--- src/rtl/osd_pkg.sv ---
package osd_pkg;

   typedef enum logic [1:0] {
      ST_MODE = 2'd0,
      ST_SIB  = 2'd1,
      ST_DISP = 2'd2
   } osd_state_e;

   typedef enum logic [1:0] {
      DL_NONE = 2'd0,
      DL_BYTE = 2'd1,
      DL_WORD = 2'd2
   } osd_dlen_e;

   localparam logic [1:0] MODE_DIRECT = 2'd3;
   localparam logic [2:0] CODE_ESC    = 3'd4;
   localparam logic [2:0] CODE_FRAME  = 3'd5;

endpackage

--- src/rtl/osd_mode_dec.sv ---
module osd_mode_dec
   import osd_pkg::*;
(
   input  logic [1:0] mode_i,
   input  logic [2:0] rm_i,
   output logic       direct_o,
   output logic       sib_o,
   output logic       base_en_o,
   output osd_dlen_e  dlen_o
);
   always_comb begin
      direct_o  = (mode_i == MODE_DIRECT);
      sib_o     = !direct_o && (rm_i == CODE_ESC);
      base_en_o = !((mode_i == 2'd0) && (rm_i == CODE_FRAME));
      unique case (mode_i)
         2'd1:    dlen_o = DL_BYTE;
         2'd2:    dlen_o = DL_WORD;
         2'd0:    dlen_o = (rm_i == CODE_FRAME) ? DL_WORD : DL_NONE;
         default: dlen_o = DL_NONE;
      endcase
   end
endmodule

--- src/rtl/osd_sib_dec.sv ---
module osd_sib_dec
   import osd_pkg::*;
(
   input  logic [1:0] mode_i,
   input  logic [2:0] index_i,
   input  logic [2:0] base_i,
   output logic       idx_en_o,
   output logic       base_en_o,
   output osd_dlen_e  dlen_o
);
   always_comb begin
      idx_en_o  = (index_i != CODE_ESC);
      base_en_o = !((mode_i == 2'd0) && (base_i == CODE_FRAME));
      unique case (mode_i)
         2'd1:    dlen_o = DL_BYTE;
         2'd2:    dlen_o = DL_WORD;
         2'd0:    dlen_o = (base_i == CODE_FRAME) ? DL_WORD : DL_NONE;
         default: dlen_o = DL_NONE;
      endcase
   end
endmodule

--- src/rtl/osd_ea_calc.sv ---
module osd_ea_calc #(
   parameter int ADDR_W = 32,
   parameter int NREG   = 8,
   localparam int SEL_W = $clog2(NREG)
) (
   input  logic [NREG*ADDR_W-1:0] regs_i,
   input  logic                   base_en_i,
   input  logic [SEL_W-1:0]       base_sel_i,
   input  logic                   idx_en_i,
   input  logic [SEL_W-1:0]       idx_sel_i,
   input  logic [1:0]             scale_i,
   input  logic [ADDR_W-1:0]      disp_i,
   output logic [ADDR_W-1:0]      ea_o
);
   logic [ADDR_W-1:0] rf [NREG];

   for (genvar g = 0; g < NREG; g++) begin : g_unpack
      assign rf[g] = regs_i[g*ADDR_W +: ADDR_W];
   end

   logic [ADDR_W-1:0] base_term, idx_term;

   always_comb begin
      base_term = base_en_i ? rf[base_sel_i] : '0;
      idx_term  = idx_en_i ? (rf[idx_sel_i] << scale_i) : '0;
      ea_o      = base_term + idx_term + disp_i;
   end
endmodule

--- src/rtl/osd_addr_decoder.sv ---
module osd_addr_decoder
   import osd_pkg::*;
#(
   parameter int ADDR_W = 32,
   parameter int NREG   = 8
) (
   input  logic                   clk,
   input  logic                   rst_n,
   input  logic                   in_valid,
   input  logic [7:0]             in_byte,
   output logic                   in_ready,
   input  logic [NREG*ADDR_W-1:0] regs_i,
   output logic                   done_o,
   output logic [ADDR_W-1:0]      ea_o,
   output logic                   is_reg_o,
   output logic [2:0]             reg_num_o,
   output logic [2:0]             reg_field_o,
   output logic [2:0]             byte_cnt_o
);
   localparam int DISP_BYTES = ADDR_W / 8;
   localparam int LEFT_W     = $clog2(DISP_BYTES + 1);
   localparam int SEL_W      = $clog2(NREG);

   if (ADDR_W != 32) begin : g_bad_width
      $error("osd_addr_decoder: ADDR_W must be 32");
   end
   if (NREG != 8) begin : g_bad_nreg
      $error("osd_addr_decoder: NREG must be 8 (3-bit register fields)");
   end

   osd_state_e        state_q, state_n;
   logic              ready_q;
   logic [1:0]        mode_q;
   logic [2:0]        reg_q, rm_q;
   logic              base_en_q, idx_en_q;
   logic [SEL_W-1:0]  base_sel_q, idx_sel_q;
   logic [1:0]        scale_q;
   logic [LEFT_W-1:0] left_q, left_n;
   logic              is8_q, is8_n;
   logic [2:0]        cnt_q, cnt_n;
   logic [ADDR_W-1:0] disp_q, disp_shift;

   logic              acc, fin, direct_n;
   logic [2:0]        rfield_n, rnum_n;
   logic              r_base_en, r_idx_en;
   logic [SEL_W-1:0]  r_base_sel, r_idx_sel;
   logic [1:0]        r_scale;
   logic [ADDR_W-1:0] r_disp, ea_w;

   logic              m_direct, m_sib, m_base_en;
   osd_dlen_e         m_dlen;
   logic              s_idx_en, s_base_en;
   osd_dlen_e         s_dlen;

   assign in_ready = ready_q;
   assign acc      = in_valid && ready_q;

   osd_mode_dec i_mode_dec (
      .mode_i    (in_byte[7:6]),
      .rm_i      (in_byte[2:0]),
      .direct_o  (m_direct),
      .sib_o     (m_sib),
      .base_en_o (m_base_en),
      .dlen_o    (m_dlen)
   );

   osd_sib_dec i_sib_dec (
      .mode_i    (mode_q),
      .index_i   (in_byte[5:3]),
      .base_i    (in_byte[2:0]),
      .idx_en_o  (s_idx_en),
      .base_en_o (s_base_en),
      .dlen_o    (s_dlen)
   );

   osd_ea_calc #(.ADDR_W(ADDR_W), .NREG(NREG)) i_ea_calc (
      .regs_i     (regs_i),
      .base_en_i  (r_base_en),
      .base_sel_i (r_base_sel),
      .idx_en_i   (r_idx_en),
      .idx_sel_i  (r_idx_sel),
      .scale_i    (r_scale),
      .disp_i     (r_disp),
      .ea_o       (ea_w)
   );

   always_comb begin
      disp_shift = {in_byte, disp_q[ADDR_W-1:8]};
      state_n    = state_q;
      fin        = 1'b0;
      direct_n   = 1'b0;
      left_n     = left_q;
      is8_n      = is8_q;
      cnt_n      = cnt_q + 3'd1;
      rfield_n   = reg_q;
      rnum_n     = rm_q;
      r_base_en  = base_en_q;
      r_base_sel = base_sel_q;
      r_idx_en   = idx_en_q;
      r_idx_sel  = idx_sel_q;
      r_scale    = scale_q;
      r_disp     = is8_q ? {{(ADDR_W-8){in_byte[7]}}, in_byte} : disp_shift;
      unique case (state_q)
         ST_MODE: begin
            cnt_n      = 3'd1;
            rfield_n   = in_byte[5:3];
            rnum_n     = in_byte[2:0];
            r_base_en  = m_base_en;
            r_base_sel = in_byte[2:0];
            r_idx_en   = 1'b0;
            r_idx_sel  = '0;
            r_scale    = 2'd0;
            r_disp     = '0;
            if (m_direct) begin
               fin      = 1'b1;
               direct_n = 1'b1;
            end else if (m_sib) begin
               state_n = ST_SIB;
            end else if (m_dlen == DL_NONE) begin
               fin = 1'b1;
            end else begin
               state_n = ST_DISP;
               is8_n   = (m_dlen == DL_BYTE);
               left_n  = (m_dlen == DL_BYTE) ? LEFT_W'(1) : LEFT_W'(DISP_BYTES);
            end
         end
         ST_SIB: begin
            r_base_en  = s_base_en;
            r_base_sel = in_byte[2:0];
            r_idx_en   = s_idx_en;
            r_idx_sel  = in_byte[5:3];
            r_scale    = in_byte[7:6];
            r_disp     = '0;
            if (s_dlen == DL_NONE) begin
               fin = 1'b1;
            end else begin
               state_n = ST_DISP;
               is8_n   = (s_dlen == DL_BYTE);
               left_n  = (s_dlen == DL_BYTE) ? LEFT_W'(1) : LEFT_W'(DISP_BYTES);
            end
         end
         default: begin
            left_n = left_q - LEFT_W'(1);
            if (left_q == LEFT_W'(1)) fin = 1'b1;
         end
      endcase
      if (fin) state_n = ST_MODE;
   end

   always_ff @(posedge clk) begin
      if (!rst_n) begin
         state_q     <= ST_MODE;
         ready_q     <= 1'b0;
         mode_q      <= '0;
         reg_q       <= '0;
         rm_q        <= '0;
         base_en_q   <= 1'b0;
         base_sel_q  <= '0;
         idx_en_q    <= 1'b0;
         idx_sel_q   <= '0;
         scale_q     <= '0;
         left_q      <= '0;
         is8_q       <= 1'b0;
         cnt_q       <= '0;
         disp_q      <= '0;
         done_o      <= 1'b0;
         ea_o        <= '0;
         is_reg_o    <= 1'b0;
         reg_num_o   <= '0;
         reg_field_o <= '0;
         byte_cnt_o  <= '0;
      end else begin
         ready_q <= 1'b1;
         done_o  <= acc && fin;
         if (acc) begin
            state_q    <= state_n;
            base_en_q  <= r_base_en;
            base_sel_q <= r_base_sel;
            idx_en_q   <= r_idx_en;
            idx_sel_q  <= r_idx_sel;
            scale_q    <= r_scale;
            left_q     <= left_n;
            is8_q      <= is8_n;
            cnt_q      <= cnt_n;
            disp_q     <= disp_shift;
            if (state_q == ST_MODE) begin
               mode_q <= in_byte[7:6];
               reg_q  <= in_byte[5:3];
               rm_q   <= in_byte[2:0];
            end
            if (fin) begin
               ea_o        <= direct_n ? '0 : ea_w;
               is_reg_o    <= direct_n;
               reg_num_o   <= rnum_n;
               reg_field_o <= rfield_n;
               byte_cnt_o  <= cnt_n;
            end
         end
      end
   end

   AST_READY_HOLDS: assert property (@(posedge clk) disable iff (!rst_n)
      in_ready |=> in_ready);
   AST_DIRECT_SINGLE_BYTE: assert property (@(posedge clk) disable iff (!rst_n)
      (done_o && is_reg_o) |-> (byte_cnt_o == 3'd1));
   AST_DIRECT_FROM_MODE: assert property (@(posedge clk) disable iff (!rst_n)
      (done_o && is_reg_o) |-> ($past(in_byte[7:6]) == MODE_DIRECT));
   AST_COUNT_BOUNDS: assert property (@(posedge clk) disable iff (!rst_n)
      done_o |-> (byte_cnt_o >= 3'd1 && byte_cnt_o <= 3'd6));
   AST_DONE_NEEDS_BYTE: assert property (@(posedge clk) disable iff (!rst_n)
      done_o |-> $past(in_valid && in_ready));
endmodule

--- config.mk ---
export PLATFORM = sky130hd
export DESIGN_NAME = osd_addr_decoder
export DESIGN_NICKNAME = d
export VERILOG_FILES = /design/src/rtl/osd_pkg.sv /design/src/rtl/osd_mode_dec.sv /design/src/rtl/osd_sib_dec.sv /design/src/rtl/osd_ea_calc.sv /design/src/rtl/osd_addr_decoder.sv
export SDC_FILE = /design/constraint.sdc
export NUM_CORES = 1
export LEC_CHECK = 0
export CORE_AREA = 2 2 151 153
export DETAILED_ROUTE_END_ITERATION = 8
export DIE_AREA = 0 0 153 155
export PLACE_DENSITY = 0.93
export SLEW_MARGIN = 30
export SYNTH_ARGS = -nofsm -noshare
export SYNTH_HDL_FRONTEND = slang
export SYNTH_SLANG_ARGS = --single-unit
--- constraint.sdc ---
create_clock -name clk -period 10.6 [get_ports clk]
set_input_delay 2.12 -clock clk [delete_from_list [all_inputs] [get_ports clk]]
set_output_delay 2.12 -clock clk [all_outputs]
set_load 0.01 [all_outputs]
==> run metrics <==
core area=0.0222 mm^2; crit path cell chain=clkdlybuf4s50_1 > a22oi_4 > buf_16 > buf_4 > mux4_2 > mux2i_1 > mux2i_1 > a22oi_1 > fa_1 > inv_1 > ha_1 > a21oi_1 > nor2_1 > or3_1 > nor4_1 > nor2_1 > a221o_1 > a21oi_1 > o21ai_1 > xnor2_1 > o21ai_1; number of synthesized flops with an enable pin=0; All-Layer GR Usage=31.7%; row count=55; num ports=311; Starting Density=49.1%; H-tree depth=3; area grow syn2layout=33.1%; remaining antenna violation count=0; PortBufs=310; Die Area=0.0237 mm^2; gr ovfl total=0; CTS Root Cell=clkbuf_16; Setup Skew=0.0112 ns; antenna violations before repair=1; asr flop ratio synth=0%; Die Y-Extent=155 um; drt first pass iters=5; crit path from=in_byte[4]; Hold Fails Final Rpt=0; Vias=11000; post-layout minimum cycle time=7.60 ns; Syn Std Cell Area=0.0109 mm^2; crit end category=flip-flop; P per Cell Area=90.4 mW/mm^2; syn_area_per_cell=9.33 um^2; #FFs+latches synth=95; largest cells by area after synthesis=mux4_2 24%, dfxtp_1 17%, nand2_1 6.9%; Buf/Inv on CP=4; postcts setup bufs=0; worst reg2reg startpoint=state_q[1]; status=completed; CP max stage cell=a22oi_4; Comb power frac=43.7%; clock network power share=27.2%; post-DR vias/cell=6.42; Post-route DRC=0; Tcrit/Tclk final=71.7%; # nets final=1750; final wirelength=38.9 mm; Seq pwr share=29.1%; Leak=6.13 nW; layout cells sized above 1=13.0%; WP data required=10.83 ns; largest net degree at the start of global routing=84; first-pass GRT wire length=59.8 mm; clock-pin slew on the worst setup and hold paths=0.08 ns; setup slack, reg-to-reg=4.64 ns; WHS Path Cells=2; largest area contributor in the netlist=mux4_2; Max Cap Viol=0; worst min path class=reg2reg; TritonCTS clock tree=done; placed cells=1692; hold wc startpoint=ea_o[31]; Max Transition Viols Final=0; YS warnings=0; WL/cell=22.7 um; Yosys cell types=64; CTS buffer count=9; pre-CTS setup slack=2.80 ns; Syn Nets=1502; Top FF cell, synth=dfxtp_1; WHS=0.458 ns; Detail Placement HPWL=30.5 mm; Peak Freq=0.132 GHz; Synth Instances=1170; Filler Cells Inserted=1705; vias in the first global route=10800; final setup vio count=0; critical path's largest stage delay=0.60 ns; CP max FO=15; cts hold-fix bufs=0; post-cts resize count=0; switching pwr=0.000459 W; final setup margin=3.00 ns; Die Span X=153 um; worst vdd ir=0.0000808 V; CTS Sinks=95; worst skew pair latency=0.36 ns; Worst Tran Pin Value=0.924 ns; post-route non-filler standard cell count=1709; worst reg2reg endpoint=ea_o[31]; CP Class=in2reg; final setup TNS=0 ns; Worst Hold Path EP=ea_o[31]; Sw Share=34.9%; fin util=65.4%; Cell Int Power=0.000855 W; Reg2Reg Depth=21; CTS Buffer Depth=2; global placer's final weighted congestion=0.989; worst endpoint data arrival time=7.83 ns; Rel. slew slack=37.9%; post-synthesis sequential area ratio=17.4%; 1st-iter DRT viols=1170; Yosys top cell area share=24.3%; Top Family by Delay on Critical Path=compound AO/OA/AOI/OAI gates; RSZ-0062 raised after global routing=false; CP Launch Type=input pin
## power groups by stage
stage | Clock [W] | Sequential, W | Combinational, W
after detailed placement | 0 | 0.000390 | 0.000561
after global placement | 0 | 0.000390 | 0.000550
after global routing | 0.000375 | 0.000384 | 0.000615
after CTS | 0.000358 | 0.000382 | 0.000567
after floorplan | 0 | 0.000389 | 0.000334
final | 0.000357 | 0.000382 | 0.000575
## worst register-to-register path, stage by stage (launching register included)
cell	delay, ns
dfxtp_2	0.34
buf_4	0.32
a22oi_4	0.66
buf_16	0.25
buf_4	0.25
mux4_2	0.53
mux2i_1	0.34
mux2i_1	0.17
a22oi_1	0.22
fa_1	0.45
inv_1	0.07
ha_1	0.30
a21oi_1	0.22
nor2_1	0.05
or3_1	0.39
nor4_1	0.24
nor2_1	0.18
a221o_1	0.33
a21oi_1	0.22
o21ai_1	0.10
xnor2_1	0.13
o21ai_1	0.06
## cell usage in the layout (no fill, tap or decap), drive strengths merged, types with 6 or more instances in the layout
| master | Yosys | final |
|---|---|---|
| fa | 32 | 32 |
| buf | 42 | 20 |
| mux4 | 118 | 118 |
| a21oi | 54 | 54 |
| nand2 | 201 | 201 |
| and2 | 9 | 9 |
| clkbuf | 50 | 9 |
| ha | 33 | 33 |
| a22oi | 48 | 48 |
| mux2i | 72 | 72 |
| mux2 | 16 | 16 |
| nand3 | 11 | 11 |
| inv | 67 | 72 |
| a21o | 45 | 45 |
| xor2 | 13 | 13 |
| xnor2 | 19 | 19 |
| nor2 | 27 | 27 |
| nor3 | 6 | 6 |
| o21a | 7 | 7 |
| o21ai | 52 | 52 |
| a21boi | 37 | 37 |
| dfxtp | 95 | 95 |
| and3 | 6 | 6 |
| nor2b | 39 | 39 |
| clkdlybuf4s50 | 0 | 309 |
| o211a | 16 | 16 |
## layout make-up
cell class                      count  area [um^2]  share of cell area, %
Tap cell                          285          357                   2.45
Antenna cell                        1         2.50                 0.0172
Multi-Input combinational cell    916         8420                   57.9
Clock inverter                      7         95.1                  0.654
Clock buffer                        9          225                   1.55
Inverter                           67          251                   1.73
Sequential cell                    95         1900                   13.1
Timing Repair Buffer              329         3290                   22.6
## cell families after synthesis
| group | Yosys count | synth area share [%] |
|---|---|---|
| buffers and inverters | 159 | 6.07 |
| AO/OA/AOI/OAI | 294 | 18.6 |
| flip-flops | 95 | 17.4 |
| multiplexers | 206 | 32.6 |
| adder cells (fa/ha/maj) | 65 | 9.65 |
| AND/OR/NAND/NOR | 319 | 13.1 |
| XOR/XNOR | 32 | 2.57 |
## cell usage after synthesis, drive strengths merged, types with 2 or more instances
master / n
and2: 9
or3: 2
nand3: 11
a211oi: 2
nand2: 201
nand3b: 3
buf: 42
o21ai: 52
o31ai: 5
a21o: 45
xor2: 13
mux4: 118
nor3: 6
xnor2: 19
fa: 32
nor3b: 5
a2111oi: 2
a221oi: 5
nor2: 27
nor2b: 39
inv: 67
ha: 33
mux2: 16
o211a: 16
a221o: 2
o211ai: 3
a22oi: 48
a21oi: 54
and3: 6
a21boi: 37
a31oi: 5
clkbuf: 50
dfxtp: 95
nand2b: 5
o22ai: 3
mux2i: 72
o21a: 7
## registers in the layout, summed over array words and instances, names as in the netlist, 3 cells and up
| name | flops |
|---|---|
| left_q | 3 |
| base_sel_q | 3 |
| cnt_q | 3 |
| disp_q | 24 |
| rm_q | 3 |
| idx_sel_q | 3 |
| reg_field_o | 3 |
| reg_num_o | 3 |
| byte_cnt_o | 3 |
| reg_q | 3 |
| ea_o | 32 |
## metrics by stage
stage	area, um^2	total power [W]
after CTS	14500	0.00131
after global routing	14500	0.00137
after global placement	14200	0.000940
after floorplan	10900	0.000723
after detailed placement	14200	0.000951
final	14500	0.00131
## per-layer routing
metal	wire length, um	up-vias	track usage, %	part of all wire [%]
li1	-	4810	-	-
met1	14700	5277	40.9	38
met2	18400	747	52.4	47
met5	0	-	0	0
met4	1750	0	12.9	4.5
met3	3960	137	6.63	10
## how the worst max path moves through the flow
stage                           to  depth (start not counted)  slack, ns
after floorplan           ea_o[31]                         21       4.14
after global placement    ea_o[21]                         21       2.52
after detailed placement  ea_o[31]                         21       2.80
after CTS                 ea_o[21]                         21       3.11
after global routing      ea_o[31]                         21       2.74
final                     ea_o[31]                         21       3.00
No activity file was read; power rests on OpenSTA's default activity.
